===== config.mk =====
export PLATFORM = sky130hd
export DESIGN_NAME = pwm_dbuf_chan
export DESIGN_NICKNAME = d
export VERILOG_FILES = /design/src/rtl/pwm_dbuf_pkg.sv /design/src/rtl/pwm_regfile.sv /design/src/rtl/pwm_core.sv /design/src/rtl/pwm_outstage.sv /design/src/rtl/pwm_dbuf_chan.sv
export SDC_FILE = /design/constraint.sdc
export NUM_CORES = 1
export LEC_CHECK = 0
export CORE_ASPECT_RATIO = 1.4
export CORE_MARGIN = 2
export CORE_UTILIZATION = 57
export DETAILED_ROUTE_END_ITERATION = 12
export DONT_BUFFER_PORTS = 1
export PLACE_DENSITY = 0.74
export SYNTH_ARGS = -nofsm -noshare
export SYNTH_HDL_FRONTEND = slang
export SYNTH_HIERARCHICAL = 1
export SYNTH_SLANG_ARGS = --single-unit

===== constraint.sdc =====
create_clock -name clk -period 2.6 [get_ports clk]
set_clock_uncertainty 0.15 [all_clocks]
set_input_delay 0.39 -clock clk [delete_from_list [all_inputs] [get_ports clk]]
set_output_delay 0.39 -clock clk [all_outputs]
set_load 0.02 [all_outputs]

===== src/rtl/pwm_dbuf_pkg.sv =====
package pwm_dbuf_pkg;
  localparam int unsigned ADDR_W = 2;

  typedef enum logic [ADDR_W-1:0] {
    A_CNT  = 2'd0,
    A_CMP  = 2'd1,
    A_CTRL = 2'd2,
    A_LIVE = 2'd3
  } reg_addr_e;

  // packed MSB first: invert=bit3, autoreload=bit2, manual=bit1, enable=bit0
  typedef struct packed {
    logic invert;
    logic autoreload;
    logic manual;
    logic enable;
  } ctrl_t;

  localparam int unsigned CTRL_W = $bits(ctrl_t);
endpackage


===== src/rtl/pwm_regfile.sv =====
module pwm_regfile
  import pwm_dbuf_pkg::*;
#(
  parameter int unsigned CNT_W = 16
) (
  input  logic              clk,
  input  logic              rst,
  input  logic              we,
  input  logic [ADDR_W-1:0] addr,
  input  logic [CNT_W-1:0]  wdata,
  input  logic [CNT_W-1:0]  live_cnt,
  output logic [CNT_W-1:0]  cnt_buf,
  output logic [CNT_W-1:0]  cmp_buf,
  output ctrl_t             ctrl,
  output logic [CNT_W-1:0]  rdata
);
  localparam int unsigned PAD_W = CNT_W - CTRL_W;

  always_ff @(posedge clk) begin
    if (rst) begin
      cnt_buf <= '0;
      cmp_buf <= '0;
      ctrl    <= '0;
    end else if (we) begin
      case (reg_addr_e'(addr))
        A_CNT:   cnt_buf <= wdata;
        A_CMP:   cmp_buf <= wdata;
        A_CTRL:  ctrl    <= ctrl_t'(wdata[CTRL_W-1:0]);
        default: ;
      endcase
    end
  end

  always_ff @(posedge clk) begin
    if (rst) begin
      rdata <= '0;
    end else begin
      case (reg_addr_e'(addr))
        A_CNT:   rdata <= cnt_buf;
        A_CMP:   rdata <= cmp_buf;
        A_CTRL:  rdata <= {{PAD_W{1'b0}}, ctrl};
        default: rdata <= live_cnt;
      endcase
    end
  end

  // manual bit stays set unless software rewrites the control register
  p_manual_sticky_r3: assert property (@(posedge clk) disable iff (rst)
    (ctrl.manual && !we) |=> ctrl.manual)
    else $error("manual bit cleared without a write");
endmodule


===== src/rtl/pwm_core.sv =====
module pwm_core
  import pwm_dbuf_pkg::*;
#(
  parameter int unsigned CNT_W = 16
) (
  input  logic             clk,
  input  logic             rst,
  input  logic             tick,
  input  ctrl_t            ctrl,
  input  logic [CNT_W-1:0] cnt_buf,
  input  logic [CNT_W-1:0] cmp_buf,
  output logic [CNT_W-1:0] cnt,
  output logic [CNT_W-1:0] cmp_live,
  output logic             run,
  output logic             act,
  output logic             hold_lvl
);
  logic stopped;
  logic step;

  assign run  = ctrl.enable && !stopped;
  assign step = run && tick;
  assign act  = (cnt <= cmp_live);

  always_ff @(posedge clk) begin
    if (rst) begin
      cnt      <= '0;
      cmp_live <= '0;
      stopped  <= 1'b0;
      hold_lvl <= 1'b0;
    end else if (ctrl.manual) begin
      cnt      <= cnt_buf;
      cmp_live <= cmp_buf;
      stopped  <= 1'b0;
      hold_lvl <= &cmp_buf;
    end else if (step) begin
      if (cnt == '0) begin
        hold_lvl <= &cmp_live;
        if (ctrl.autoreload) begin
          cnt      <= cnt_buf;
          cmp_live <= cmp_buf;
        end else begin
          stopped  <= 1'b1;
        end
      end else begin
        cnt <= cnt - 1'b1;
      end
    end
  end

  // manual update loads both live registers from the buffers
  p_manual_load_r3: assert property (@(posedge clk) disable iff (rst)
    ctrl.manual |=> (cnt == $past(cnt_buf) && cmp_live == $past(cmp_buf)))
    else $error("manual load mismatch");

  // live compare changes only through a boundary or a manual update
  p_buffer_isolation_r1: assert property (@(posedge clk) disable iff (rst)
    (!ctrl.manual && !(ctrl.enable && tick && cnt == '0)) |=> $stable(cmp_live))
    else $error("live compare changed off boundary");

  // natural reload at the boundary
  p_reload_r2: assert property (@(posedge clk) disable iff (rst)
    (!ctrl.manual && step && cnt == '0 && ctrl.autoreload) |=> cnt == $past(cnt_buf))
    else $error("reload missed");

  // one decrement per tick, hold while disabled
  p_count_down_r5: assert property (@(posedge clk) disable iff (rst)
    (!ctrl.manual && step && cnt != '0) |=> cnt == $past(cnt) - 1'b1)
    else $error("bad decrement");

  p_idle_hold_r5: assert property (@(posedge clk) disable iff (rst)
    (!ctrl.manual && !ctrl.enable) |=> $stable(cnt))
    else $error("counter moved while disabled");

  // stopped channel stays at zero without manual update
  p_stop_zero_r8: assert property (@(posedge clk) disable iff (rst)
    (!ctrl.manual && ctrl.enable && !run) |=> cnt == '0)
    else $error("stopped counter left zero");
endmodule


===== src/rtl/pwm_outstage.sv =====
module pwm_outstage (
  input  logic clk,
  input  logic rst,
  input  logic run,
  input  logic act,
  input  logic hold_lvl,
  input  logic invert,
  output logic pwm_out
);
  logic lvl;

  assign lvl = run ? act : hold_lvl;

  always_ff @(posedge clk) begin
    if (rst) pwm_out <= 1'b0;
    else     pwm_out <= lvl ^ invert;
  end
endmodule


===== src/rtl/pwm_dbuf_chan.sv =====
module pwm_dbuf_chan
  import pwm_dbuf_pkg::*;
#(
  parameter int unsigned CNT_W = 16
) (
  input  logic             clk,
  input  logic             rst,
  input  logic             tick_en,
  input  logic             reg_we,
  input  logic [1:0]       reg_addr,
  input  logic [CNT_W-1:0] reg_wdata,
  output logic [CNT_W-1:0] reg_rdata,
  output logic             pwm_out
);
  ctrl_t            ctrl;
  logic [CNT_W-1:0] cnt_buf, cmp_buf, cnt, cmp_live;
  logic             run, act, hold_lvl;

  pwm_regfile #(.CNT_W(CNT_W)) regs_i (
    .clk(clk), .rst(rst), .we(reg_we), .addr(reg_addr), .wdata(reg_wdata),
    .live_cnt(cnt), .cnt_buf(cnt_buf), .cmp_buf(cmp_buf), .ctrl(ctrl),
    .rdata(reg_rdata)
  );

  pwm_core #(.CNT_W(CNT_W)) core_i (
    .clk(clk), .rst(rst), .tick(tick_en), .ctrl(ctrl), .cnt_buf(cnt_buf),
    .cmp_buf(cmp_buf), .cnt(cnt), .cmp_live(cmp_live), .run(run), .act(act),
    .hold_lvl(hold_lvl)
  );

  pwm_outstage out_i (
    .clk(clk), .rst(rst), .run(run), .act(act), .hold_lvl(hold_lvl),
    .invert(ctrl.invert), .pwm_out(pwm_out)
  );

  // with inversion clear, a full-duty hold drives the output active
  p_full_hold_r7: assert property (@(posedge clk) disable iff (rst)
    (!run && hold_lvl && !ctrl.invert) |=> pwm_out)
    else $error("full-duty hold not active");
endmodule


# ---- Yosys cells after proc, flatten, opt, wreduce, memory -nomap -nowiden
# Cells that the tools add are included.
dict set report word_totals {
  wordCells 50
  output_inout_bits 17
  input_bits 22
  reg_bits 87
}
dict set report classes {
  add_sub_neg 1
  mux 13
  magnitude_cmp 1
  bitwise 2
  reduce_logical 18
  eq_ne 3
}
# operator count
set ops {}
lappend ops {{$mux 16} 8}
lappend ops {{$pmux 16 s3} 1}
lappend ops {{$reduce_and 16->1} 2}
lappend ops {{$le 16x16->1} 1}
lappend ops {{$logic_not 16->1} 1}
lappend ops {{$sub 16x1->16 const B} 1}
lappend ops {{$reduce_and 2->1} 5}
lappend ops {{$reduce_and 3->1} 2}
lappend ops {{$reduce_bool 2->1} 3}
lappend ops {{$mux 1} 4}
lappend ops {{$ne 3x3->1 const B} 1}
lappend ops {{$eq 2x1->1 const B} 1}
lappend ops {{$eq 2x2->1 const B} 1}
lappend ops {{$logic_and 1x1->1} 2}
lappend ops {{$logic_not 2->1} 1}
lappend ops {{$reduce_or 2->1} 1}
lappend ops {{$logic_not 1->1} 1}
lappend ops {{$not 1->1} 1}
lappend ops {{$xor 1x1->1} 1}

# ---- Logic depth before layout (Yosys ltp)
dict set report logic_depth {
  ltp_word 5
  depth_mapped 9
}

# ---- Modules after synthesis
# Netlist, hierarchy kept.
# mod n_inst seq_area_each_um2 cells_per_inst area_per_inst_um2
set by_module_without_submodules {}
lappend by_module_without_submodules {pwm_regfile 1 1041.0 208 2317.2}
lappend by_module_without_submodules {pwm_core 1 680.7 268 2244.7}
lappend by_module_without_submodules {pwm_outstage 1 20.0 5 51.3}

# ---- Worst setup path before layout
# No wires, ideal clock.
dict set report synth_path {
  kind {flip-flop to flip-flop}
  from {register core_i.cnt[7]}
  to {register core_i.cnt[12]}
  n_path_buf 3
  t_arrival_ns 2.397
  slack_ns -0.072
  period_less_slack_ns 2.672
  path_stages_with_launch 9
  setup_time_ns 0.126
  path_cell_list {dfxtp_1 > or4_1 > clkbuf_2 > or4_1 > buf_2 > o31ai_4 > a21o_2 > buf_6 > o22ai_1}
}
dict set report synth_between {
  elab_chain_len 4
}
# item line_no
set synth_lines {}
lappend synth_lines {{start: declaration} pwm_core.sv:12} ;# output logic [CNT_W-1:0] cnt,
lappend synth_lines {{start signal: assignment} pwm_core.sv:32} ;# cnt <= cnt_buf;
lappend synth_lines {{start signal: assignment} pwm_core.sv:40} ;# cnt <= cnt_buf;
lappend synth_lines {{start signal: assignment} pwm_core.sv:46} ;# cnt <= cnt - 1'b1;
lappend synth_lines {{$sub 16x1->16 or $logic_not 16->1 (tied branches)} {pwm_core.sv:46, pwm_core.sv:37}}
lappend synth_lines {{$mux 16} pwm_core.sv:37} ;# if (cnt == '0) begin
lappend synth_lines {{$mux 16} pwm_core.sv:36} ;# end else if (step) begin
lappend synth_lines {{$mux 16} pwm_core.sv:31} ;# end else if (ctrl.manual) begin
# Several ways; a longest one is shown, not always the timed one. The select of a mux whose other input is x is not followed.
# A chain may end at the register's enable or synchronous reset.

# ---- Worst setup path after layout
dict set report layout_path {
  from {register core_i.cnt[0]}
  to {register core_i.cnt[11]}
}
# Same word-level chain as after synthesis.

==> impl_metrics.env <==
export IMPL_relSlewSlack=0.2790
export IMPL_rows=38
export IMPL_synth_common_cells="dfxtp_1 (87), mux2i_1 (70), nand2b_1 (55)"
export IMPL_placed_cell_area_um2=4751
export IMPL_syn_mean_instance_area_um2=9.591
export IMPL_fin_tns_setup_ns=0
export IMPL_synth_top_cell_by_area="dfxtp_1"
export IMPL_setup_viol=0
export IMPL_synthToLayoutAreaGrowth_pct=8.272
export IMPL_clockBufferDepth=2
export IMPL_cts_tree="done"
export IMPL_use_met3=0.04575
export IMPL_p_per_area_nw_per_um2=618.2
export IMPL_vias_per_cell=6.331
export IMPL_peakVddDrop_v=0.0004105
export IMPL_syn_area_um2=4613
export IMPL_cts_root_buf="clkbuf_8"
export IMPL_seq_area_frac_synth=0.3775
export IMPL_clk_latency_ns=0.37
export IMPL_core_area_um2=7797
export IMPL_crit_type="reg -> reg"
export IMPL_ys_top_cells_by_area="dfxtp_1 (38%), mux2i_1 (15%), nand2b_1 (7.5%)"
export IMPL_track_usage=0.2799
export IMPL_maxCapViolCount=0
export IMPL_slew_violations=0
export IMPL_synth_edf_count=0
export IMPL_yosysTopAreaCellShare=0.3775
export IMPL_grt_overflow=0
export IMPL_synth_fp_nets=521
export IMPL_first_pass_iters=6
export IMPL_ios=39
export IMPL_synth_async_reset_ratio=0
export IMPL_synth_distinct_cells=59
export IMPL_drc=0
export IMPL_antenna_found_initial=0
export IMPL_start_kind="flop"
export IMPL_groute_layer_met1_usage=0.3113
export IMPL_end_kind="flop"
export IMPL_design_area_um2=4995
export IMPL_dp_hpwl_mm=8.447
export IMPL_nets=530
export IMPL_top_usage_layer="met2"
export IMPL_grtUsageMet2=0.4856
export IMPL_grt_pass1_wl_mm=19.08
export IMPL_post_route_period_util=0.9604
export IMPL_cts_made_buffers=9
export IMPL_grt_max_degree=62
export IMPL_final_util=0.6406
export IMPL_die_area_um2=8839
export IMPL_arrival_ns=2.63
export IMPL_total_power_mw=3.088
export IMPL_rr_worst_depth=9
export IMPL_fmax_ghz=0.4005
export IMPL_drt_initial_drc_count=321
export IMPL_outcome="complete, no violations"
export IMPL_start_util=0.5916
export IMPL_die_width_um=80.03
export IMPL_grt_pass1_vias=3698
export IMPL_worst_ep_required_time_ns=2.73
export IMPL_vias=3767
export IMPL_syn_instance_count=481
export IMPL_ys_warnings_count=6
export IMPL_io_buffers=0
export IMPL_dieHeight_um=110.4
export IMPL_hold_depth=2
export IMPL_holdWs_ns=0.04433
export IMPL_route_antenna_remaining_nets=0
export IMPL_yosysMostFrequentCell="dfxtp_1"
export IMPL_ys_ff_latch=87
export IMPL_finalCriticalPeriod_ns=2.497
export IMPL_rrSetupSlack_ns=0.10
export IMPL_clock_sinks=87
export IMPL_antenna_cells=0
export IMPL_clkTransAtPathRegs_ns=0.10
export IMPL_gp_congestion=0.8842
export IMPL_min_path_type="in -> reg"
export IMPL_tightest_slew_ns=1.078
export IMPL_drive_gt1_frac=0.1434
export IMPL_wl_per_cell_um=20.41
export IMPL_hold_viol=0
export IMPL_routed_wl_mm=12.14
export IMPL_htreeDepth=3
export IMPL_synthFlopType="dfxtp_1"
export IMPL_leakage_nw=2.134
export IMPL_crit_path_max_fanout=6
==> where the power goes <==
part | switching [mW] | internal [mW] | leakage [nW]
Combinational | 0.430 | 0.358 | 1.34
Clock | 0.511 | 0.353 | 0.0870
Sequential | 0.0584 | 1.38 | 0.707
==> worst paths after layout <==
check                                                 endpoint                        start
worst max-delay path               core_i/cnt[11]$_SDFFE_PP0P_   core_i/cnt[0]$_SDFFE_PP0P_
worst min register to register     regs_i/ctrl[0]$_SDFFE_PP0P_  regs_i/ctrl[0]$_SDFFE_PP0P_
worst min-delay path            regs_i/cmp_buf[5]$_SDFFE_PP0P_                 reg_wdata[5]
worst max register to register     core_i/cnt[11]$_SDFFE_PP0P_   core_i/cnt[0]$_SDFFE_PP0P_
==> layer usage <==
layer | vias to the layer above | share of wire
met5 | - | 0
met4 | 0 | 0.050
met3 | 39 | 0.051
met2 | 154 | 0.51
met1 | 1814 | 0.39
li1 | 1760 | -
==> worst max-delay path, cell delays in order, from the launching register on <==
cell and delay (ns):
dfxtp_1 0.32, inv_2 0.08, ha_1 0.14, or3b_4 0.38, or4_4 0.57, o31ai_4 0.27, buf_6 0.15, buf_4 0.14
a21oi_1 0.05, o22ai_1 0.19
==> state kept, by name, indices dropped and copies added, names as in the netlist <==
signal / cells
core_i/cnt: 16
regs_i/cnt_buf: 16
out_i/pwm_out: 1
core_i/cmp_live: 16
regs_i/ctrl: 4
core_i/stopped: 1
regs_i/cmp_buf: 16
core_i/hold_lvl: 1
regs_i/rdata: 16
==> per-stage QoR <==
stage               cells  setup WS (ns)
finish                595         0.1030
floorplan             481      0.0004554
global route          595      -0.008867
global placement      574        0.02189
CTS                   591        0.07556
detailed placement    574       -0.02896
==> logic make-up after synthesis <==
logic type | after synthesis | share of synthesized area
flops | 87 | 0.3775
compound gates | 90 | 0.1424
simple gates | 157 | 0.1966
mux | 75 | 0.1755
fa+ha+maj | 18 | 0.04882
buf+inv | 54 | 0.05912
==> final cells by class <==
type / instances / area [µm²]
clock buffers: 10 / 127.6
clock inverters: 6 / 43.79
well taps: 100 / 125.1
inverters: 22 / 82.58
repair buffers: 30 / 247.7
fillers: 659 / 2803
flip-flops and latches: 87 / 1744
multi-input cells: 340 / 2624
==> what timing repair did <==
item / in CTS / in global routing
pin swaps: 0 / 3
hold buffers: 1 / 1
setup endpoints to repair: 8 / 12
endpoints found under the hold margin: 33 / 1
buffers inserted: 0 / 2
cloned: 0 / 1
gates resized for setup: 2 / 8
==> placed cells by master (no fill, tap or decap), types with 3 or more instances in the layout <==
cell type	count
nor2_1	26
nand2b_1	55
a21o_1	4
a21oi_1	19
a211oi_1	15
inv_1	20
o22ai_1	11
o211ai_1	3
nor4_1	7
a21boi_1	3
nor3_1	9
buf_4	26
nand4_1	11
mux2i_1	70
a21boi_0	9
clkbuf_8	9
ha_1	18
or3_1	4
nand2_1	15
or4_2	3
a22oi_1	6
dfxtp_1	85
nor2b_1	8
Note: power is estimated with default switching activity, not from simulation.
